**src/rtl/pvs_pkg.sv**
```systemverilog
package pvs_pkg;

   typedef enum logic [3:0] {
      ST_IDLE,
      ST_RAMP_UP,
      ST_SETUP,
      ST_PROG,
      ST_PWAIT,
      ST_VCMD,
      ST_VWAIT,
      ST_READ,
      ST_RSTCMD,
      ST_RAMP_DN,
      ST_DONE
   } pvs_state_e;

   function automatic int unsigned pvs_max3(input int unsigned a, input int unsigned b,
                                            input int unsigned c);
      int unsigned m;
      m = (a > b) ? a : b;
      return (m > c) ? m : c;
   endfunction

endpackage

```
**src/rtl/pvs_wait_timer.sv**
```systemverilog
module pvs_wait_timer #(
   parameter int TW = 8
) (
   input  logic          clk,
   input  logic          rst_n,
   input  logic          load,
   input  logic [TW-1:0] load_val,
   output logic          expired
);

   logic [TW-1:0] cnt_q;

   always_ff @(posedge clk or negedge rst_n) begin
      if (!rst_n)             cnt_q <= '0;
      else if (load)          cnt_q <= load_val;
      else if (cnt_q != '0)   cnt_q <= cnt_q - 1'b1;
   end

   assign expired = (cnt_q == '0);

   assert_countdown_R3: assert property (@(posedge clk) disable iff (!rst_n)
      (!load && !expired) |=> (cnt_q == $past(cnt_q) - 1'b1));

endmodule

```
**src/rtl/pvs_addr_walk.sv**
```systemverilog
module pvs_addr_walk #(
   parameter int AW = 16
) (
   input  logic          clk,
   input  logic          rst_n,
   input  logic          load,
   input  logic [AW-1:0] first,
   input  logic [AW-1:0] last,
   input  logic          step,
   output logic [AW-1:0] cur,
   output logic          at_last
);

   logic [AW-1:0] cur_q;
   logic [AW-1:0] last_q;

   always_ff @(posedge clk or negedge rst_n) begin
      if (!rst_n) begin
         cur_q  <= '0;
         last_q <= '0;
      end else if (load) begin
         cur_q  <= first;
         last_q <= last;
      end else if (step) begin
         cur_q  <= cur_q + 1'b1;
      end
   end

   assign cur     = cur_q;
   assign at_last = (cur_q == last_q);

   assert_step_R4: assert property (@(posedge clk) disable iff (!rst_n)
      (step && !load) |=> (cur == $past(cur) + 1'b1));

   assert_hold_R5: assert property (@(posedge clk) disable iff (!rst_n)
      (!step && !load) |=> $stable(cur));

endmodule

```
**src/rtl/pvs_pulse_ctr.sv**
```systemverilog
module pvs_pulse_ctr #(
   parameter int MAX_PULSES = 25
) (
   input  logic clk,
   input  logic rst_n,
   input  logic clear,
   input  logic bump,
   output logic final_try
);

   localparam int PW = (MAX_PULSES > 1) ? $clog2(MAX_PULSES) : 1;
   localparam logic [PW-1:0] LAST_IDX = PW'(MAX_PULSES - 1);

   logic [PW-1:0] cnt_q;

   always_ff @(posedge clk or negedge rst_n) begin
      if (!rst_n)      cnt_q <= '0;
      else if (clear)  cnt_q <= '0;
      else if (bump)   cnt_q <= cnt_q + 1'b1;
   end

   assign final_try = (cnt_q == LAST_IDX);

   assert_budget_R6: assert property (@(posedge clk) disable iff (!rst_n)
      (cnt_q <= LAST_IDX));

   assert_no_bump_past_R6: assert property (@(posedge clk) disable iff (!rst_n)
      (bump && !clear) |-> !final_try);

endmodule

```
**src/rtl/pgm_verify_seq.sv**
```systemverilog
module pgm_verify_seq
   import pvs_pkg::*;
#(
   parameter int AW         = 16,
   parameter int DW         = 8,
   parameter int PROG_CYC   = 1250,
   parameter int VERIFY_CYC = 750,
   parameter int RAMP_CYC   = 1000,
   parameter int MAX_PULSES = 25,
   parameter logic [DW-1:0] CMD_SETUP  = DW'(8'h40),
   parameter logic [DW-1:0] CMD_VERIFY = DW'(8'hC0),
   parameter logic [DW-1:0] CMD_READ   = DW'(8'h00)
) (
   input  logic          clk,
   input  logic          rst_n,
   input  logic          start,
   input  logic [AW-1:0] first_addr,
   input  logic [AW-1:0] last_addr,
   output logic [AW-1:0] src_addr,
   input  logic [DW-1:0] src_data,
   output logic [AW-1:0] bus_addr,
   output logic [DW-1:0] bus_wdata,
   input  logic [DW-1:0] bus_rdata,
   output logic          bus_wr,
   output logic          bus_rd,
   output logic          vpp_en,
   output logic          done,
   output logic          pass,
   output logic [AW-1:0] fail_addr
);

   localparam int unsigned WMAX = pvs_max3(PROG_CYC, VERIFY_CYC, RAMP_CYC);
   localparam int TW = $clog2(WMAX + 1);
   localparam logic [TW-1:0] LD_PROG = TW'(PROG_CYC - 1);
   localparam logic [TW-1:0] LD_RAMP = TW'(RAMP_CYC - 1);
   localparam logic [TW-1:0] LD_VER  = TW'((VERIFY_CYC > 0) ? VERIFY_CYC - 1 : 0);

   // elaboration-time parameter checks
   generate
      if (AW < 1)          begin : g_bad_aw   $error("AW must be at least 1");          end
      if (DW < 8)          begin : g_bad_dw   $error("DW must hold an 8-bit command");  end
      if (PROG_CYC < 1)    begin : g_bad_prog $error("PROG_CYC must be at least 1");    end
      if (RAMP_CYC < 1)    begin : g_bad_ramp $error("RAMP_CYC must be at least 1");    end
      if (VERIFY_CYC < 0)  begin : g_bad_ver  $error("VERIFY_CYC must not be negative"); end
      if (MAX_PULSES < 1)  begin : g_bad_max  $error("MAX_PULSES must be at least 1");  end
   endgenerate

   // variant: a zero verify settle time removes the wait stage
   logic vwait_en;
   generate
      if (VERIFY_CYC > 0) begin : g_vwait
         assign vwait_en = 1'b1;
      end else begin : g_no_vwait
         assign vwait_en = 1'b0;
      end
   endgenerate

   pvs_state_e    state_q, state_d;
   logic [DW-1:0] data_q;
   logic          pass_q, pass_d;

   logic          tmr_load;
   logic [TW-1:0] tmr_val;
   logic          tmr_expired;
   logic          addr_load, addr_step, at_last;
   logic [AW-1:0] cur_addr;
   logic          ctr_clear, ctr_bump, final_try;
   logic          match;

   pvs_wait_timer #(.TW(TW)) u_timer (
      .clk      (clk),
      .rst_n    (rst_n),
      .load     (tmr_load),
      .load_val (tmr_val),
      .expired  (tmr_expired)
   );

   pvs_addr_walk #(.AW(AW)) u_walk (
      .clk     (clk),
      .rst_n   (rst_n),
      .load    (addr_load),
      .first   (first_addr),
      .last    (last_addr),
      .step    (addr_step),
      .cur     (cur_addr),
      .at_last (at_last)
   );

   pvs_pulse_ctr #(.MAX_PULSES(MAX_PULSES)) u_pulses (
      .clk       (clk),
      .rst_n     (rst_n),
      .clear     (ctr_clear),
      .bump      (ctr_bump),
      .final_try (final_try)
   );

   assign match = (bus_rdata == data_q);

   always_comb begin
      state_d   = state_q;
      pass_d    = pass_q;
      tmr_load  = 1'b0;
      tmr_val   = '0;
      addr_load = 1'b0;
      addr_step = 1'b0;
      ctr_clear = 1'b0;
      ctr_bump  = 1'b0;
      unique case (state_q)
         ST_IDLE: begin
            if (start) begin
               state_d   = ST_RAMP_UP;
               tmr_load  = 1'b1;
               tmr_val   = LD_RAMP;
               addr_load = 1'b1;
               ctr_clear = 1'b1;
               pass_d    = 1'b0;
            end
         end
         ST_RAMP_UP: if (tmr_expired) state_d = ST_SETUP;
         ST_SETUP:   state_d = ST_PROG;
         ST_PROG: begin
            state_d  = ST_PWAIT;
            tmr_load = 1'b1;
            tmr_val  = LD_PROG;
         end
         ST_PWAIT:   if (tmr_expired) state_d = ST_VCMD;
         ST_VCMD: begin
            if (vwait_en) begin
               state_d  = ST_VWAIT;
               tmr_load = 1'b1;
               tmr_val  = LD_VER;
            end else begin
               state_d  = ST_READ;
            end
         end
         ST_VWAIT:   if (tmr_expired) state_d = ST_READ;
         ST_READ: begin
            if (match) begin
               ctr_clear = 1'b1;
               if (at_last) begin
                  pass_d  = 1'b1;
                  state_d = ST_RSTCMD;
               end else begin
                  addr_step = 1'b1;
                  state_d   = ST_SETUP;
               end
            end else if (final_try) begin
               pass_d  = 1'b0;
               state_d = ST_RSTCMD;
            end else begin
               ctr_bump = 1'b1;
               state_d  = ST_SETUP;
            end
         end
         ST_RSTCMD: begin
            state_d  = ST_RAMP_DN;
            tmr_load = 1'b1;
            tmr_val  = LD_RAMP;
         end
         ST_RAMP_DN: if (tmr_expired) state_d = ST_DONE;
         ST_DONE:    state_d = ST_IDLE;
         default:    state_d = ST_IDLE;
      endcase
   end

   always_ff @(posedge clk or negedge rst_n) begin
      if (!rst_n) begin
         state_q <= ST_IDLE;
         pass_q  <= 1'b0;
         data_q  <= '0;
      end else begin
         state_q <= state_d;
         pass_q  <= pass_d;
         if (state_q == ST_PROG) data_q <= src_data;
      end
   end

   always_comb begin
      bus_wr    = 1'b0;
      bus_wdata = '0;
      unique case (state_q)
         ST_SETUP:  begin bus_wr = 1'b1; bus_wdata = CMD_SETUP;  end
         ST_PROG:   begin bus_wr = 1'b1; bus_wdata = src_data;   end
         ST_VCMD:   begin bus_wr = 1'b1; bus_wdata = CMD_VERIFY; end
         ST_RSTCMD: begin bus_wr = 1'b1; bus_wdata = CMD_READ;   end
         default:   ;
      endcase
   end

   assign bus_rd    = (state_q == ST_READ);
   assign vpp_en    = !(state_q inside {ST_IDLE, ST_RAMP_DN, ST_DONE});
   assign done      = (state_q == ST_DONE);
   assign pass      = done & pass_q;
   assign bus_addr  = cur_addr;
   assign src_addr  = cur_addr;
   assign fail_addr = cur_addr;

   assert_strobe_excl_R3: assert property (@(posedge clk) disable iff (!rst_n)
      !(bus_wr && bus_rd));

   assert_supply_up_R2: assert property (@(posedge clk) disable iff (!rst_n)
      (bus_wr || bus_rd) |-> vpp_en);

   assert_done_once_R8: assert property (@(posedge clk) disable iff (!rst_n)
      done |=> !done);

   assert_done_after_ramp_R7: assert property (@(posedge clk) disable iff (!rst_n)
      $rose(done) |-> !$past(vpp_en));

   assert_stop_addr_R6: assert property (@(posedge clk) disable iff (!rst_n)
      (state_q == ST_RAMP_DN) |=> $stable(fail_addr));

   assert_start_ignored_R9: assert property (@(posedge clk) disable iff (!rst_n)
      (start && state_q != ST_IDLE) |=> (state_q != ST_RAMP_UP));

endmodule

```
**config.mk**
```make
export PLATFORM = sky130hd
export DESIGN_NAME = pgm_verify_seq
export DESIGN_NICKNAME = d
export VERILOG_FILES = /design/src/rtl/pvs_pkg.sv /design/src/rtl/pvs_wait_timer.sv /design/src/rtl/pvs_addr_walk.sv /design/src/rtl/pvs_pulse_ctr.sv /design/src/rtl/pgm_verify_seq.sv
export SDC_FILE = /design/constraint.sdc
export NUM_CORES = 1
export LEC_CHECK = 0
export ABC_AREA = 1
export BUFFER_PORTS_ARGS = -buffer_cell sky130_fd_sc_hd__buf_2
export CORE_MARGIN = 3
export CORE_UTILIZATION = 40
export CTS_BUF_LIST = sky130_fd_sc_hd__clkbuf_2 sky130_fd_sc_hd__clkbuf_4 sky130_fd_sc_hd__clkbuf_8
export DETAILED_ROUTE_END_ITERATION = 7
export PLACE_DENSITY = 0.69
export SYNTH_ARGS = -nofsm -noshare
export SYNTH_HDL_FRONTEND = slang
export SYNTH_SLANG_ARGS = --single-unit
```
**constraint.sdc**
```tcl
create_clock -name clk -period 1.7 [get_ports clk]
set_input_delay 0.17 -clock clk [delete_from_list [all_inputs] [get_ports clk]]
set_output_delay 0.17 -clock clk [all_outputs]
set_load 0.005 [all_outputs]
```
==> results of run 1 <==
## worst min path at each step
stage / startpoint / endpoint / depth (start not counted)
2_1_floorplan: rst_n / data_q[0]$_DFFE_PN0P_ / 0
3_3_place_gp: rst_n / u_timer.cnt_q[6]$_DFFE_PN0P_ / 1
3_5_place_dp: rst_n / u_timer.cnt_q[7]$_DFFE_PN0P_ / 1
4_1_cts: last_addr[13] / u_walk.last_q[13]$_DFFE_PN0P_ / 3
5_1_grt: last_addr[13] / u_walk.last_q[13]$_DFFE_PN0P_ / 3
6_report: last_addr[2] / u_walk.last_q[2]$_DFFE_PN0P_ / 3
## worst reg2reg max path, cell delays in order (launching register included)
cell and delay [ns]:
dfrtp_2 0.46, nand2_2 0.16, nor2_4 0.09, buf_4 0.14, nor2_1 0.16, nand2_4 0.11
or2_4 0.27, nand2_2 0.08, o21ai_2 0.05
## cell type report
type / count / area (sq um) / share of cell area (%)
Inverter: 89 / 350 / 6.42
Multi-Input combinational cell: 403 / 2070 / 38.0
Tap cell: 133 / 166 / 3.05
Clock inverter: 7 / 66.3 / 1.22
Clock buffer: 9 / 124 / 2.27
Sequential cell: 61 / 1530 / 28.1
Timing Repair Buffer: 177 / 1140 / 20.9
## through the flow
step                power (mW)  setup WS, ns  utilization, %  setup TNS (ns)
CTS                       8.31      -0.00279            53.6        -0.00279
detailed placement        6.88        0.0534            50.8               0
global placement          6.73        0.0912            50.8               0
global route              9.26       -0.0891            54.8          -0.635
finish                    8.48        0.0276            54.8               0
floorplan                 5.47         0.156               -               0
## logic make-up after synthesis
| logic type | Yosys count | share of synthesized area (%) |
|---|---|---|
| XOR/XNOR | 15 | 3.16 |
| adder cells (fa/ha/maj) | 5 | 1.50 |
| buffers and inverters | 131 | 15.7 |
| AO/OA/AOI/OAI | 71 | 10.7 |
| flip-flops | 61 | 36.7 |
| AND/OR/NAND/NOR | 312 | 32.3 |
## per-layer routing
layer,vias up,global-route usage [%],wire length [microns]
met2,101,33.9,5460
met4,0,7.12,201
met3,13,2.69,529
li1,2112,-,-
met1,1895,23.2,4680
met5,-,0,0
## synth_stat cells
cell type  instances
dfrtp_1           61
o21ai_2           18
nand2_1          203
buf_6              3
inv_1             78
nor2_4             2
ha_1               5
nor3_1             5
a22oi_1            1
nand4_1           11
nand2_4            3
buf_4             33
nor2_2             5
nor2_8             1
buf_2              5
nor2_1            45
clkbuf_1           1
o21ai_0           33
o211ai_1           2
o21bai_1           5
o21ai_1            2
inv_6              1
nand2_2            8
nand2_8            1
a21oi_1            9
nand3_1           27
xnor2_1            6
inv_2              9
a31oi_1            1
inv_4              1
or2_4              1
xor2_1             9
## sequential cells by signal, indices dropped and copies added, names as in the netlist
signal and flops:
data_q 8, pass_q 1, state_q 4, u_pulses.cnt_q 5
u_timer.cnt_q 11, u_walk.cur 16, u_walk.last_q 16
## repair_timing
item,4_1_cts,5_1_grt
endpoints found under the hold margin,15,0
pin swaps,1,6
buffers inserted,6,7
setup endpoints to repair,9,46
gates resized for setup,12,29
hold buffers,1,0
## power breakdown
| group | internal, mW | total, mW | leakage (nW) | switching (mW) |
|---|---|---|---|---|
| Sequential | 2.05 | 2.54 | 0.752 | 0.486 |
| Combinational | 2.08 | 4.66 | 2.09 | 2.58 |
| Clock | 0.668 | 1.28 | 0.0987 | 0.615 |
==> impl_results.html, run 1 <==
<table>
<tr><th>Metric</th><th>Value</th></tr>
<tr><th colspan="2">Status</th></tr>
<tr><td>Result of the run</td><td>finished, final reports clean</td></tr>
<tr><th colspan="2">Placed design</th></tr>
<tr><td>RePlAce Congestion</td><td>0.924</td></tr>
<tr><td>Instance count after placement with tap cells included</td><td>849</td></tr>
<tr><td>Port buffer count</td><td>111</td></tr>
<tr><td>Estimated wirelength of the detail-placed design</td><td>8260 microns</td></tr>
<tr><td>Placed cell area</td><td>5050 sq um</td></tr>
<tr><th colspan="2">Synthesis</th></tr>
<tr><td>Largest cells by area after synthesis</td><td>dfrtp_1, nand2_1, inv_1, buf_4, nor2_1</td></tr>
<tr><td>Post-synthesis sequential element count</td><td>61</td></tr>
<tr><td>Area of the mapped netlist</td><td>4160 sq um</td></tr>
<tr><td>Avg Inst Size Synth</td><td>7.00 sq um</td></tr>
<tr><td>Synth unique cells</td><td>32</td></tr>
<tr><td>Total nets after synthesis</td><td>651</td></tr>
<tr><td>Gate Count Post-Synth</td><td>595</td></tr>
<tr><td>Register area share after synthesis</td><td>36.7%</td></tr>
<tr><td>Synthesis Warnings</td><td>0</td></tr>
<tr><td>Share of the synthesized area in the top cell type</td><td>36.7%</td></tr>
<tr><td>Synth area leader</td><td>dfrtp_1</td></tr>
<tr><th colspan="2">Critical path</th></tr>
<tr><td>CP Capture Point</td><td>bus_wdata[1]</td></tr>
<tr><td>Reg2Reg Depth</td><td>8</td></tr>
<tr><td>Worst path depth</td><td>6</td></tr>
<tr><td>Critical register-to-register path startpoint</td><td>state_q[0]$_DFFE_PN0P_</td></tr>
<tr><td>Start-to-end type of the worst setup path</td><td>reg -&gt; out</td></tr>
<tr><td>Delay contributed by the slowest stage of the critical path</td><td>0.45 ns</td></tr>
<tr><td>Critical path peak fanout</td><td>10</td></tr>
<tr><td>FF-to-FF End</td><td>u_timer.cnt_q[1]$_DFFE_PN0P_</td></tr>
<tr><td>Most prevalent standard cell on the critical path</td><td>nor2_4</td></tr>
<tr><td>Worst Path Required</td><td>1.53 ns</td></tr>
<tr><td>Kind of start point of the critical path</td><td>flip-flop</td></tr>
<tr><td>Worst Setup SP</td><td>state_q[3]$_DFFE_PN0P_</td></tr>
<tr><td>Worst path slowest cell</td><td>dfrtp_2</td></tr>
<tr><td>Worst Path Buf+Inv</td><td>3</td></tr>
<tr><td>Category of the worst setup path capture point</td><td>primary output</td></tr>
<tr><td>Top delay family on crit path</td><td>flip-flops</td></tr>
<tr><td>Worst reg-to-reg setup slack</td><td>0.07 ns</td></tr>
<tr><td>Sequence of cells on the critical path</td><td>nor2_4 &gt; inv_1 &gt; nor2_4 &gt; inv_6 &gt; nor2_2 &gt; buf_2</td></tr>
<tr><td>Critical Path AT</td><td>1.50 ns</td></tr>
<tr><th colspan="2">Floorplan</th></tr>
<tr><td>Die span in y</td><td>108 microns</td></tr>
<tr><td>Number of rows created at floorplan</td><td>36</td></tr>
<tr><td>Floorplan core area</td><td>9950 sq um</td></tr>
<tr><td>Chip Width</td><td>108 microns</td></tr>
<tr><td>Count of boundary I/O pins</td><td>112</td></tr>
<tr><td>Die Footprint</td><td>11,700 sq um</td></tr>
<tr><td>Starting utilization of the core area</td><td>41.8%</td></tr>
<tr><th colspan="2">Timing</th></tr>
<tr><td>Slew @ Worst Pin</td><td>0.454 ns</td></tr>
<tr><td>Max Freq</td><td>598 MHz</td></tr>
<tr><td>Final period demand of the worst path</td><td>1.67 ns</td></tr>
<tr><td>Setup violations, final</td><td>0</td></tr>
<tr><td>Final Hold Viols</td><td>0</td></tr>
<tr><td>Fraction of the cycle the final worst path needs</td><td>98.4%</td></tr>
<tr><td>Min Hold Slack</td><td>0.0292 ns</td></tr>
<tr><td>Worst clock skew</td><td>0.0122 ns</td></tr>
<tr><td>Final Max Slew Viols</td><td>0</td></tr>
<tr><td>Tightest slew margin relative to the limit</td><td>69.7%</td></tr>
<tr><td>Setup repair after global routing missed its margin</td><td>true</td></tr>
<tr><th colspan="2">Clock tree</th></tr>
<tr><td>Number of H-tree branching levels</td><td>3</td></tr>
<tr><td>Clock tree from TritonCTS</td><td>done</td></tr>
<tr><td>CTS Root Cell</td><td>clkbuf_8</td></tr>
<tr><td>Number of buffers created by CTS</td><td>9</td></tr>
<tr><td>Clock Sinks</td><td>61</td></tr>
<tr><td>Clock transition at the registers of the reported paths</td><td>0.08 ns</td></tr>
<tr><td>Clock network latency to the later pin of the worst-skew pair</td><td>0.35 ns</td></tr>
<tr><td>CTS Buffer Depth</td><td>2</td></tr>
<tr><th colspan="2">Global routing</th></tr>
<tr><td>Total routing resource utilization after global routing</td><td>19.0%</td></tr>
<tr><td>Wire length of the first global-routing pass</td><td>17,900 microns</td></tr>
<tr><td>Number of global-route vias before repair</td><td>4,033</td></tr>
<tr><td>Remaining global-route overflow</td><td>0</td></tr>
<tr><td>Pin count of the biggest net entering global routing</td><td>25</td></tr>
<tr><td>Number of antenna violations at the first check in global routing</td><td>0</td></tr>
<tr><th colspan="2">Route</th></tr>
<tr><td>Number of DRC markers in iteration 0</td><td>187</td></tr>
<tr><td>Post-Route WL</td><td>10,900 microns</td></tr>
<tr><td>Routed wire per std cell</td><td>12.4 microns</td></tr>
<tr><td>Post-route DRC violation count</td><td>0</td></tr>
<tr><td>DRT Pass-1 Iters</td><td>4</td></tr>
<tr><td>Per-cell via count in the routed design</td><td>4.69</td></tr>
<tr><td>Antenna-violating nets left</td><td>0</td></tr>
<tr><td>Number of vias in the routed layout</td><td>4,121</td></tr>
<tr><th colspan="2">Cells and area</th></tr>
<tr><td>Finished Layout Cells</td><td>879</td></tr>
<tr><td>Share of cells above drive strength 1</td><td>36.5%</td></tr>
<tr><td>Most common library cell in the layout ignoring fill and taps</td><td>nand2_1</td></tr>
<tr><td>Final Cell Area</td><td>5450 sq um</td></tr>
<tr><td>Total inserted antenna cells</td><td>0</td></tr>
<tr><td>Number of filler instances in the final layout</td><td>956</td></tr>
<tr><td>Number of nets in the layout</td><td>797</td></tr>
<tr><td>Area Growth Syn to Fin</td><td>31.0%</td></tr>
<tr><td>Most frequent cells in the layout</td><td>nand2_1, buf_2, inv_1</td></tr>
<tr><th colspan="2">Hold path</th></tr>
<tr><td>Worst hold-check path type</td><td>in -&gt; reg</td></tr>
<tr><th colspan="2">Power and ir drop</th></tr>
<tr><td>Max IR drop VDD</td><td>0.000640 V</td></tr>
<tr><td>Total power divided by cell area</td><td>1560 nW/um^2</td></tr>
<tr><td>Leakage dissipation</td><td>2.94 nW</td></tr>
<tr><th colspan="2">Run</th></tr>
<tr><td>Max-cap violation count</td><td>0</td></tr>
</table>
No activity file was read; power rests on OpenSTA's default activity.
==> inputs of run 2 (changes only) <==
MAX_ROUTING_LAYER = met4   (was not set)
PLACE_DENSITY = 0.71   (was 0.69)
clock period = 1.5 ns   (was 1.7 ns; I/O delays follow)
==> impl_results.html, run 2 (synthesis gave the netlist of run 1 again) <==
<table>
<tr><th>Metric</th><th>Value</th></tr>
<tr><th colspan="2">Status</th></tr>
<tr><td>Result of the run</td><td>complete, but fails checks</td></tr>
<tr><td>Violations in the final reports</td><td>negative setup slack</td></tr>
<tr><th colspan="2">Clock tree</th></tr>
<tr><td>CTS Buffer Depth</td><td>2 (unchanged)</td></tr>
<tr><td>Clock tree from TritonCTS</td><td>done</td></tr>
<tr><td>Clock transition at the registers of the reported paths</td><td>0.08 ns (about the same)</td></tr>
<tr><td>Number of buffers created by CTS</td><td>9 (unchanged)</td></tr>
<tr><td>Number of H-tree branching levels</td><td>3 (unchanged)</td></tr>
<tr><td>Clock network latency to the later pin of the worst-skew pair</td><td>0.36 ns (about the same)</td></tr>
<tr><td>CTS Root Cell</td><td>clkbuf_8</td></tr>
<tr><td>Clock Sinks</td><td>61 (unchanged)</td></tr>
<tr><th colspan="2">Critical path</th></tr>
<tr><td>CP Capture Point</td><td>bus_wr</td></tr>
<tr><td>Critical Path AT</td><td>1.64 ns (+0.14 ns)</td></tr>
<tr><td>Worst reg-to-reg setup slack</td><td>-0.19 ns (-0.26 ns)</td></tr>
<tr><td>Critical register-to-register path startpoint</td><td>u_walk.cur[0]$_DFFE_PN0P_</td></tr>
<tr><td>Kind of start point of the critical path</td><td>flip-flop</td></tr>
<tr><td>Category of the worst setup path capture point</td><td>primary output</td></tr>
<tr><td>Sequence of cells on the critical path</td><td>inv_2 &gt; nand2_4 &gt; nor2_2 &gt; buf_4 &gt; a21oi_4 &gt; nand3_1 &gt; buf_2</td></tr>
<tr><td>Worst Setup SP</td><td>state_q[3]$_DFFE_PN0P_</td></tr>
<tr><td>Worst path slowest cell</td><td>dfrtp_2</td></tr>
<tr><td>Worst Path Required</td><td>1.35 ns (-0.18 ns)</td></tr>
<tr><td>Delay contributed by the slowest stage of the critical path</td><td>0.43 ns (-0.02 ns)</td></tr>
<tr><td>Start-to-end type of the worst setup path</td><td>reg -&gt; out</td></tr>
<tr><td>Reg2Reg Depth</td><td>12 (+4)</td></tr>
<tr><td>Critical path peak fanout</td><td>3 (-7)</td></tr>
<tr><td>FF-to-FF End</td><td>u_walk.cur[4]$_DFFE_PN0P_</td></tr>
<tr><th colspan="2">Floorplan</th></tr>
<tr><td>Die Footprint</td><td>11,700 sq um (unchanged)</td></tr>
<tr><td>Number of rows created at floorplan</td><td>36 (unchanged)</td></tr>
<tr><td>Chip Width</td><td>108 microns (unchanged)</td></tr>
<tr><td>Starting utilization of the core area</td><td>41.8% (unchanged)</td></tr>
<tr><td>Die span in y</td><td>108 microns (unchanged)</td></tr>
<tr><td>Floorplan core area</td><td>9950 sq um (unchanged)</td></tr>
<tr><td>Count of boundary I/O pins</td><td>112 (unchanged)</td></tr>
<tr><th colspan="2">Global routing</th></tr>
<tr><td>Total routing resource utilization after global routing</td><td>23.5% (+4.6 points)</td></tr>
<tr><td>Wire length of the first global-routing pass</td><td>21,300 microns (+19%)</td></tr>
<tr><td>Number of antenna violations at the first check in global routing</td><td>0 (unchanged)</td></tr>
<tr><td>Remaining global-route overflow</td><td>0 (unchanged)</td></tr>
<tr><td>Pin count of the biggest net entering global routing</td><td>62 (+150%)</td></tr>
<tr><td>Number of global-route vias before repair</td><td>4,725 (+17%)</td></tr>
<tr><th colspan="2">Run</th></tr>
<tr><td>Max-cap violation count</td><td>0 (unchanged)</td></tr>
<tr><th colspan="2">Timing</th></tr>
<tr><td>Setup repair after global routing missed its margin</td><td>true</td></tr>
<tr><td>Max Freq</td><td>560 MHz</td></tr>
<tr><td>Fraction of the cycle the final worst path needs</td><td>119%</td></tr>
<tr><td>Tightest slew margin relative to the limit</td><td>76.1% (+6.4 points)</td></tr>
<tr><td>Setup violations, final</td><td>53 (+53)</td></tr>
<tr><td>Min Hold Slack</td><td>0.00125 ns (-0.0279 ns)</td></tr>
<tr><td>Slew @ Worst Pin</td><td>0.358 ns (-0.0959 ns)</td></tr>
<tr><td>Setup slack of the critical path after layout</td><td>-0.286 ns (-0.314 ns)</td></tr>
<tr><td>Worst clock skew</td><td>0.0106 ns (-0.00158 ns)</td></tr>
<tr><td>Total negative slack</td><td>-7.64 ns (-7.64 ns)</td></tr>
<tr><td>Final Max Slew Viols</td><td>0 (unchanged)</td></tr>
<tr><td>Final period demand of the worst path</td><td>1.79 ns</td></tr>
<tr><td>Final Hold Viols</td><td>0 (unchanged)</td></tr>
<tr><th colspan="2">Cells and area</th></tr>
<tr><td>Multi-input combinational cell area</td><td>2520 sq um (+22%)</td></tr>
<tr><td>Total inserted antenna cells</td><td>0 (unchanged)</td></tr>
<tr><td>Share of cells above drive strength 1</td><td>54.9% (+18 points)</td></tr>
<tr><td>Most frequent cells in the layout</td><td>nand2_1, buf_4, buf_2</td></tr>
<tr><td>Most common library cell in the layout ignoring fill and taps</td><td>nand2_1</td></tr>
<tr><td>Area taken by flip-flops and latches</td><td>1530 sq um (unchanged)</td></tr>
<tr><td>Number of nets in the layout</td><td>881 (+11%)</td></tr>
<tr><td>Area Growth Syn to Fin</td><td>63.0%</td></tr>
<tr><td>Number of filler instances in the final layout</td><td>683 (-29%)</td></tr>
<tr><th colspan="2">Route</th></tr>
<tr><td>Antenna-violating nets left</td><td>0 (unchanged)</td></tr>
<tr><td>Post-Route WL</td><td>14,500 microns (+34%)</td></tr>
<tr><td>Number of vias in the routed layout</td><td>4,811 (+17%)</td></tr>
<tr><td>Routed wire per std cell</td><td>15.1 microns (+22%)</td></tr>
<tr><td>Number of DRC markers in iteration 0</td><td>312 (+67%)</td></tr>
<tr><td>Post-route DRC violation count</td><td>0 (unchanged)</td></tr>
<tr><td>DRT Pass-1 Iters</td><td>5 (+1)</td></tr>
<tr><td>Per-cell via count in the routed design</td><td>5.00 (+6.6%)</td></tr>
<tr><th colspan="2">Placed design</th></tr>
<tr><td>Post-Place Worst Slack</td><td>-0.0929 ns (-0.146 ns)</td></tr>
<tr><td>Port buffer count</td><td>111 (unchanged)</td></tr>
<tr><td>RePlAce Congestion</td><td>0.865 (-6.3%)</td></tr>
<tr><td>Estimated wirelength of the detail-placed design</td><td>8430 microns (+2.0%)</td></tr>
<tr><th colspan="2">Hold path</th></tr>
<tr><td>WHS Path Cells</td><td>3 (unchanged)</td></tr>
<tr><td>Worst hold-check path type</td><td>in -&gt; reg</td></tr>
<tr><th colspan="2">Power and ir drop</th></tr>
<tr><td>Max IR drop VDD</td><td>0.000865 V (+35%)</td></tr>
<tr><td>Total power divided by cell area</td><td>1910 nW/um^2 (+23%)</td></tr>
<tr><td>Leakage dissipation</td><td>3.68 nW (+25%)</td></tr>
<tr><td>Pwr Total</td><td>12.9 mW (+53%)</td></tr>
</table>
[run 2: cell types whose count changed in the layout (fill, tap and decap cells not counted), sizes merged]
cell / previous run / this run
inv: 88 / 89
bufinv: 1 / 4
buf: 176 / 257
dlygate4sd3: 1 / 2
clkinv: 5 / 0
clkbuf: 9 / 12
[run 2: repair_timing]
action	4_1_cts	5_1_grt
gates resized for setup	87	139
endpoints found under the hold margin	62	0
pin swaps	22	38
buffers inserted	30	11
setup endpoints to repair	52	65
hold buffers	2	0
cloned	4	2
[run 2: cell type report]
cell class / instances / area share [%]
timing repair buffer: 261 / 28.6
clock inverter: 6 / 1.99
inverter: 89 / 5.26
clock buffer: 10 / 1.94
sequential: 61 / 22.6
tap: 133 / 2.45
multi-input combinational: 403 / 37.1
[run 2: how the worst min path moves through the flow]
stage,end,startpoint
2_1_floorplan,data_q[0]$_DFFE_PN0P_,rst_n
3_3_place_gp,u_timer.cnt_q[2]$_DFFE_PN0P_,rst_n
3_5_place_dp,u_timer.cnt_q[2]$_DFFE_PN0P_,rst_n
4_1_cts,u_walk.last_q[2]$_DFFE_PN0P_,last_addr[2]
5_1_grt,u_walk.last_q[2]$_DFFE_PN0P_,last_addr[2]
6_report,u_walk.last_q[8]$_DFFE_PN0P_,last_addr[8]
[run 2: where the power goes]
group          total (mW)  switching [mW]  internal [mW]
Combinational        7.93            4.12           3.80
Sequential           2.99           0.667           2.33
Clock                2.03           0.735           1.29
Total                12.9            5.53           7.42
[run 2: metrics by stage]
| step | instance area (sq um) | instances | util [%] |
|---|---|---|---|
| after detailed placement | 5450 | 905 | 54.7 |
| after global placement | 5450 | 905 | 54.7 |
| after floorplan | 4160 | 595 | - |
| final | 6780 | 963 | 68.1 |
| after CTS | 6350 | 956 | 63.8 |
| after global routing | 6780 | 963 | 68.1 |
[run 2: per-layer routing]
layer  global-route usage (%)  vias to the layer above  part of all wire, %  wire length, microns
met2                     39.6                      220                   51                  7370
li1                         -                     2279                    -                     -
met4                     13.8                        0                  4.6                   665
met1                     26.4                     2241                   39                  5670
met5                        -                        -                    0                     0
met3                     3.82                       71                  5.7                   836
[run 2: critical path, delay by kind of cell, from the launching register on]
family | cells | cell delay (ns)
buffers and inverters | 3 | 0.38
flip-flops | 1 | 0.43
AO/OA/AOI/OAI | 1 | 0.15
AND/OR/NAND/NOR | 3 | 0.31
